===== src/rtl/instrDecPkg.sv =====
package instrDecPkg;

  localparam int OP_W    = 5;
  localparam int IDX_W   = 3;
  localparam int WORD_W  = 16;
  localparam int IMM5_W  = 5;
  localparam int IMM8_W  = 8;
  localparam int IMM11_W = 11;
  localparam int FIELD_W = WORD_W - OP_W;

  localparam logic [OP_W-1:0] OP_ADD  = 5'd0;
  localparam logic [OP_W-1:0] OP_SUB  = 5'd1;
  localparam logic [OP_W-1:0] OP_SLT  = 5'd2;
  localparam logic [OP_W-1:0] OP_OR   = 5'd3;
  localparam logic [OP_W-1:0] OP_AND  = 5'd4;
  localparam logic [OP_W-1:0] OP_XOR  = 5'd5;
  localparam logic [OP_W-1:0] OP_JR   = 5'd6;
  localparam logic [OP_W-1:0] OP_LW   = 5'd7;
  localparam logic [OP_W-1:0] OP_SW   = 5'd8;
  localparam logic [OP_W-1:0] OP_BEQ  = 5'd9;
  localparam logic [OP_W-1:0] OP_BNE  = 5'd10;
  localparam logic [OP_W-1:0] OP_ADDI = 5'd11;
  localparam logic [OP_W-1:0] OP_SUBI = 5'd12;
  localparam logic [OP_W-1:0] OP_ORI  = 5'd14;
  localparam logic [OP_W-1:0] OP_ANDI = 5'd15;
  localparam logic [OP_W-1:0] OP_XORI = 5'd16;
  localparam logic [OP_W-1:0] OP_LUI  = 5'd17;
  localparam logic [OP_W-1:0] OP_J    = 5'd18;

  typedef enum logic [2:0] {
    ALU_ADD  = 3'd0,
    ALU_SUB  = 3'd1,
    ALU_SLT  = 3'd2,
    ALU_OR   = 3'd3,
    ALU_AND  = 3'd4,
    ALU_XOR  = 3'd5,
    ALU_PASS = 3'd6
  } aluOpE;

  typedef enum logic [2:0] {
    IMM_NONE  = 3'd0,
    IMM_SEXT5 = 3'd1,
    IMM_BR5   = 3'd2,
    IMM_SEXT8 = 3'd3,
    IMM_ZEXT8 = 3'd4,
    IMM_UPPER = 3'd5,
    IMM_JMP11 = 3'd6
  } immSelE;

  typedef enum logic [1:0] {
    DST_NONE = 2'd0,
    DST_RD   = 2'd1,
    DST_RT   = 2'd2,
    DST_RS   = 2'd3
  } dstSelE;

  typedef struct packed {
    logic   regWrite;
    logic   memRead;
    logic   memWrite;
    logic   branch;
    logic   branchNe;
    logic   jump;
    logic   jumpReg;
    logic   useImm;
    logic   illegal;
    aluOpE  aluOp;
    immSelE immSel;
    dstSelE dstSel;
  } decStrobesT;

endpackage


===== src/rtl/decCtrl.sv =====
module decCtrl
  import instrDecPkg::*;
(
  input  logic [OP_W-1:0] opcode,
  output decStrobesT      strobes
);

  always_comb begin
    strobes = '0;
    case (opcode)
      OP_ADD, OP_SUB, OP_SLT, OP_OR, OP_AND, OP_XOR: begin
        strobes.regWrite = 1'b1;
        strobes.dstSel   = DST_RD;
        case (opcode)
          OP_SUB:  strobes.aluOp = ALU_SUB;
          OP_SLT:  strobes.aluOp = ALU_SLT;
          OP_OR:   strobes.aluOp = ALU_OR;
          OP_AND:  strobes.aluOp = ALU_AND;
          OP_XOR:  strobes.aluOp = ALU_XOR;
          default: strobes.aluOp = ALU_ADD;
        endcase
      end
      OP_JR: strobes.jumpReg = 1'b1;
      OP_LW: begin
        strobes.memRead  = 1'b1;
        strobes.regWrite = 1'b1;
        strobes.useImm   = 1'b1;
        strobes.dstSel   = DST_RT;
        strobes.immSel   = IMM_SEXT5;
      end
      OP_SW: begin
        strobes.memWrite = 1'b1;
        strobes.useImm   = 1'b1;
        strobes.immSel   = IMM_SEXT5;
      end
      OP_BEQ, OP_BNE: begin
        strobes.branch   = 1'b1;
        strobes.branchNe = (opcode == OP_BNE);
        strobes.aluOp    = ALU_SUB;
        strobes.immSel   = IMM_BR5;
      end
      OP_ADDI, OP_SUBI: begin
        strobes.regWrite = 1'b1;
        strobes.useImm   = 1'b1;
        strobes.dstSel   = DST_RS;
        strobes.immSel   = IMM_SEXT8;
        strobes.aluOp    = (opcode == OP_SUBI) ? ALU_SUB : ALU_ADD;
      end
      OP_ORI, OP_ANDI, OP_XORI: begin
        strobes.regWrite = 1'b1;
        strobes.useImm   = 1'b1;
        strobes.dstSel   = DST_RS;
        strobes.immSel   = IMM_ZEXT8;
        case (opcode)
          OP_ORI:  strobes.aluOp = ALU_OR;
          OP_ANDI: strobes.aluOp = ALU_AND;
          default: strobes.aluOp = ALU_XOR;
        endcase
      end
      OP_LUI: begin
        strobes.regWrite = 1'b1;
        strobes.useImm   = 1'b1;
        strobes.dstSel   = DST_RS;
        strobes.immSel   = IMM_UPPER;
        strobes.aluOp    = ALU_PASS;
      end
      OP_J: begin
        strobes.jump   = 1'b1;
        strobes.immSel = IMM_JMP11;
      end
      default: strobes.illegal = 1'b1;
    endcase
  end

endmodule


===== src/rtl/decData.sv =====
module decData
  import instrDecPkg::*;
(
  input  logic [FIELD_W-1:0] fields,
  input  immSelE             immSel,
  input  dstSelE             dstSel,
  output logic [IDX_W-1:0]   rsIdx,
  output logic [IDX_W-1:0]   rtIdx,
  output logic [IDX_W-1:0]   dstIdx,
  output logic [WORD_W-1:0]  immExt
);

  localparam int RS_LSB = FIELD_W - IDX_W;
  localparam int RT_LSB = RS_LSB - IDX_W;
  localparam int RD_LSB = RT_LSB - IDX_W;

  logic [IDX_W-1:0] rdField;

  assign rsIdx   = fields[RS_LSB +: IDX_W];
  assign rtIdx   = fields[RT_LSB +: IDX_W];
  assign rdField = fields[RD_LSB +: IDX_W];

  always_comb begin
    case (dstSel)
      DST_RD:  dstIdx = rdField;
      DST_RT:  dstIdx = rtIdx;
      DST_RS:  dstIdx = rsIdx;
      default: dstIdx = '0;
    endcase
  end

  always_comb begin
    case (immSel)
      IMM_SEXT5: immExt = {{(WORD_W-IMM5_W){fields[IMM5_W-1]}}, fields[IMM5_W-1:0]};
      IMM_BR5:   immExt = {{(WORD_W-IMM5_W-1){fields[IMM5_W-1]}}, fields[IMM5_W-1:0], 1'b0};
      IMM_SEXT8: immExt = {{(WORD_W-IMM8_W){fields[IMM8_W-1]}}, fields[IMM8_W-1:0]};
      IMM_ZEXT8: immExt = {{(WORD_W-IMM8_W){1'b0}}, fields[IMM8_W-1:0]};
      IMM_UPPER: immExt = {fields[IMM8_W-1:0], {(WORD_W-IMM8_W){1'b0}}};
      IMM_JMP11: immExt = {{(WORD_W-IMM11_W-1){1'b0}}, fields[IMM11_W-1:0], 1'b0};
      default:   immExt = '0;
    endcase
  end

endmodule


===== src/rtl/instrDecoder.sv =====
module instrDecoder
  import instrDecPkg::*;
(
  input  logic              clk,
  input  logic              rstN,
  input  logic [WORD_W-1:0] instr,
  output logic [IDX_W-1:0]  rsIdx,
  output logic [IDX_W-1:0]  rtIdx,
  output logic [IDX_W-1:0]  dstIdx,
  output logic [2:0]        aluOp,
  output logic              regWrite,
  output logic              memRead,
  output logic              memWrite,
  output logic              branch,
  output logic              branchNe,
  output logic              jump,
  output logic              jumpReg,
  output logic              useImm,
  output logic              illegal,
  output logic [WORD_W-1:0] immExt
);

  decStrobesT        strobes;
  logic [IDX_W-1:0]  rsNext, rtNext, dstNext;
  logic [WORD_W-1:0] immNext;

  decCtrl u_ctrl (
    .opcode  (instr[WORD_W-1 -: OP_W]),
    .strobes (strobes)
  );

  decData u_data (
    .fields (instr[FIELD_W-1:0]),
    .immSel (strobes.immSel),
    .dstSel (strobes.dstSel),
    .rsIdx  (rsNext),
    .rtIdx  (rtNext),
    .dstIdx (dstNext),
    .immExt (immNext)
  );

  always_ff @(posedge clk or negedge rstN) begin
    if (!rstN) begin
      rsIdx    <= '0;
      rtIdx    <= '0;
      dstIdx   <= '0;
      aluOp    <= '0;
      regWrite <= 1'b0;
      memRead  <= 1'b0;
      memWrite <= 1'b0;
      branch   <= 1'b0;
      branchNe <= 1'b0;
      jump     <= 1'b0;
      jumpReg  <= 1'b0;
      useImm   <= 1'b0;
      illegal  <= 1'b0;
      immExt   <= '0;
    end else begin
      rsIdx    <= rsNext;
      rtIdx    <= rtNext;
      dstIdx   <= dstNext;
      aluOp    <= strobes.aluOp;
      regWrite <= strobes.regWrite;
      memRead  <= strobes.memRead;
      memWrite <= strobes.memWrite;
      branch   <= strobes.branch;
      branchNe <= strobes.branchNe;
      jump     <= strobes.jump;
      jumpReg  <= strobes.jumpReg;
      useImm   <= strobes.useImm;
      illegal  <= strobes.illegal;
      immExt   <= immNext;
    end
  end

  p_fields_latency_r2: assert property (@(posedge clk) disable iff (!rstN)
    1'b1 |=> (rsIdx == $past(instr[10:8]) && rtIdx == $past(instr[7:5])));

  p_one_action_r12: assert property (@(posedge clk) disable iff (!rstN)
    $onehot0({memRead, memWrite, branch, jump, jumpReg, illegal}));

  p_illegal_quiet_r11: assert property (@(posedge clk) disable iff (!rstN)
    illegal |-> (!regWrite && !useImm && dstIdx == '0 && immExt == '0));

  p_branch_even_r6: assert property (@(posedge clk) disable iff (!rstN)
    branch |-> (immExt[0] == 1'b0 && !regWrite));

  p_store_nowrite_r5: assert property (@(posedge clk) disable iff (!rstN)
    memWrite |-> (!regWrite && useImm));

  p_upper_low_zero_r9: assert property (@(posedge clk) disable iff (!rstN)
    (aluOp == ALU_PASS) |-> (immExt[7:0] == 8'h00 && regWrite));

  p_nonwrite_dst_zero_r4: assert property (@(posedge clk) disable iff (!rstN)
    (jumpReg || jump) |-> (dstIdx == '0 && !regWrite));

endmodule


===== config.mk =====
export PLATFORM = sky130hd
export DESIGN_NAME = instrDecoder
export DESIGN_NICKNAME = d
export VERILOG_FILES = /design/src/rtl/instrDecPkg.sv /design/src/rtl/decCtrl.sv /design/src/rtl/decData.sv /design/src/rtl/instrDecoder.sv
export SDC_FILE = /design/constraint.sdc
export NUM_CORES = 1
export LEC_CHECK = 0
export BUFFER_PORTS_ARGS = -buffer_cell sky130_fd_sc_hd__buf_2
export CORE_UTILIZATION = 26
export DETAILED_ROUTE_END_ITERATION = 8
export GPL_TIMING_DRIVEN = 0
export PLACE_DENSITY = 0.47
export SYNTH_ARGS = -nofsm -noshare
export SYNTH_HDL_FRONTEND = slang
export SYNTH_HIERARCHICAL = 1
export SYNTH_SLANG_ARGS = --single-unit

===== constraint.sdc =====
create_clock -name clk -period 0.8 [get_ports clk]
set_input_delay 0.04 -clock clk [delete_from_list [all_inputs] [get_ports clk]]
set_output_delay 0.04 -clock clk [all_outputs]
set_load 0.02 [all_outputs]

==> impl_metrics.csv <==
group,metric,value,unit
run_status,violations,"hold timing, setup timing",
timing,rsz0062_at_grt,"yes",
timing,finalCriticalPeriod,1.57,ns
yosys,ys_seq_area_share,52.2,%
clocking,clockBufferDepth,2,
route,viasPerCell,4.85,
clocking,clk_pin_slew,0.07,ns
pwr,ir_drop,584,uV
die,die_h,84.6,um
place,port_buffers,53,
yosys,async_flop_share,100,%
grt,grtUsageTotal,14.2,%
die,rows,29,
critical_path,arrival,1.72,ns
grt,grt_pass1_vias,1577,
cells_and_area,diodes,0,
critical_path,path_max_fanout,7,
yosys,ys_seq_elements,37,
timing,fmax,636,MHz
place,hpwlAfterDp,3.19,mm
critical_path,critical_path_class,"primary input to register",
grt,antenna_found_initial,0,
route,num_vias,1558,
grt,grt_pass1_wl,7.96,mm
grt,grt_max_degree,38,
timing,whs,-0.166,ns
yosys,synth_area_leaders,"dfrtp_1 (52%), a22oi_1 (3.8%), mux2_2 (3.2%), nand2_1 (2.8%), o21ai_0 (2.5%)",
timing,maxSlewHeadroom,46.6,%
timing,slew_viol_final,0,
yosys,synth_common_cells,"dfrtp_1 (37), nand2_1 (13), a22oi_1 (9), o21ai_0 (9)",
die,initial_core_util,27.5,%
yosys,yosysTopAreaCellShare,52.2,%
critical_path,end_kind,"register",
clocking,hold_buffers,2,
route,remaining_drc_errors,0,
route,routed_wl,4.80,mm
yosys,synth_area,0.00177,sq mm
min_path,hp-class,"primary input to asynchronous set/reset pin",
clocking,htree_levels,2,
route,drt-initial-drc-count,74,
cells_and_area,layout-drive-gt1-share,54.5,%
yosys,synth_ff_type,"dfrtp_1",
route,drt.antenna.violating_nets,0,
clocking,clockRootBuffer,"clkbuf_8",
yosys,synth_edf_count,0,
die,io_pins,55,
cells_and_area,nets,262,
place,post-place-ws,-1.21,ns
timing,finalCritPeriodShare,197,%
clocking,tritoncts,"yes",
route,drtPass1Iterations,6,
yosys,yosysUniqueCellTypes,36,
yosys,yosys.area.top_type,"dfrtp_1",
pwr,power_density,1680,mW/mm^2
cells_and_area,fill_cells,621,
critical_path,critPathLaunch,"instr[14]",
yosys,syn_inst,169,
timing,finalHoldViolations,37,
timing,worstMarginPinSlew,0.801,ns
clocking,cts_buffers,5,
run,max-cap-violations,0,
run_status,status,"finished, violations left",
timing,tns,-13.71,ns
route,wire_per_inst,14.9,um
critical_path,critPathRequiredTime,0.95,ns
die,die_x,84.6,um
critical_path,cp-start-kind,"primary input",
pwr,leakagePower,0.00130,uW
clocking,clock_sinks,37,
die,die-area,0.00716,sq mm
yosys,synthesis.nets,187,
yosys,ys_warn_count,6,
grt,overflow,0,
timing,layout_setup_ws,-0.773,ns
cells_and_area,areaGrowthSynthToFinish,61.3,%
cells_and_area,post-route-util,44.3,%
yosys,synth.most_common_cell,"dfrtp_1",
die,core_area,0.00646,sq mm
place,place.gp.congestion,0.820,
timing,setup_viol,58,
yosys,postSynthAreaPerCell,10.5,sq um
[layout make-up]
type | instances | area (sq um) | share of cell area [%]
clock buffer | 7 | 86.3 | 3.02
timing repair buffer | 70 | 697 | 24.4
tap | 77 | 96.3 | 3.37
sequential | 37 | 926 | 32.4
inverter | 4 | 15.0 | 0.525
multi-input combinational | 110 | 908 | 31.7
buffer | 16 | 133 | 4.63
[repair_timing]
item	CTS	global route
resized for setup	103	37
pin swaps	8	14
buffers inserted	9	5
endpoints found under the setup margin	56	59
hold endpoints to repair	39	37
cloned	1	0
[where the power goes]
group          internal, uW  total (uW)  switching, uW
logic                   716        1420            709
registers              2010        2080           68.4
clock network           683        1300            617
total                  3410        4810           1390
[kinds of logic after synthesis]
logic type                after synthesis  synth area share, %
muxes                                   6                 4.02
and+or+nand+nor                        46                 13.9
AOI/OAI and AO/OA                      56                 22.0
xor gates and xnor gates                2                0.987
DFF                                    37                 52.2
buffers and inverters                  22                 6.91
[layer usage]
layer	vias to the layer above	global-route usage [%]	wire [um]
li1	756	-	-
met4	0	5.24	55
met5	-	0	0
met2	46	22.2	2260
met1	751	19.4	2270
met3	5	3.24	203
[stage by stage]
stage / total power [uW] / std cells / instance area [sq um]
4_1_cts: 4750 / 318 / 2720
6_report: 4810 / 321 / 2860
5_1_grt: 5070 / 321 / 2860
2_1_floorplan: 2720 / 169 / 1810
3_5_place_dp: 3080 / 299 / 2170
3_3_place_gp: 3070 / 299 / 2170
[sequential cells by signal, indices dropped and copies added (netlist names), 3 cells and up]
signal	count
dstIdx	3
immExt	16
rtIdx	3
rsIdx	3
aluOp	3
[final timing paths]
check                                  endpoint  slack [ns]  cells past startpoint
max                        immExt[11]$_DFF_PN0_       -0.77                      8
min                          aluOp[0]$_DFF_PN0_       -0.17                      1
max in group asynchronous  immExt[13]$_DFF_PN0_        0.45                      1
min in group clk             rsIdx[2]$_DFF_PN0_        0.02                      2
[worst max-delay path, cell delays in order]
cell     delay (ns)
buf_8          0.10
or3b_1         0.38
buf_6          0.14
o22ai_2        0.13
a32o_2         0.20
mux2_4         0.33
a31oi_4        0.28
o21ai_1        0.11
[cells in the final DEF (no fill, tap or decap), drive strengths merged, types with 2 or more instances in the layout]
cell type    instances
nor2b                7
o21a                 2
nand2b               4
clkbuf               9
nand2               13
dfrtp               37
or2                  2
a31oi                2
xnor2                2
o22ai                7
nor3                 3
a22oi                9
inv                  4
o21ai               14
buf                 82
o32ai                2
a221oi               2
or3b                 2
nand3                3
nand3b               2
nor2                 8
dlygate4sd3          2
a21oi                8
a22o                 5
mux2                 6
a32o                 2
Note: power is estimated with default switching activity, not from simulation.
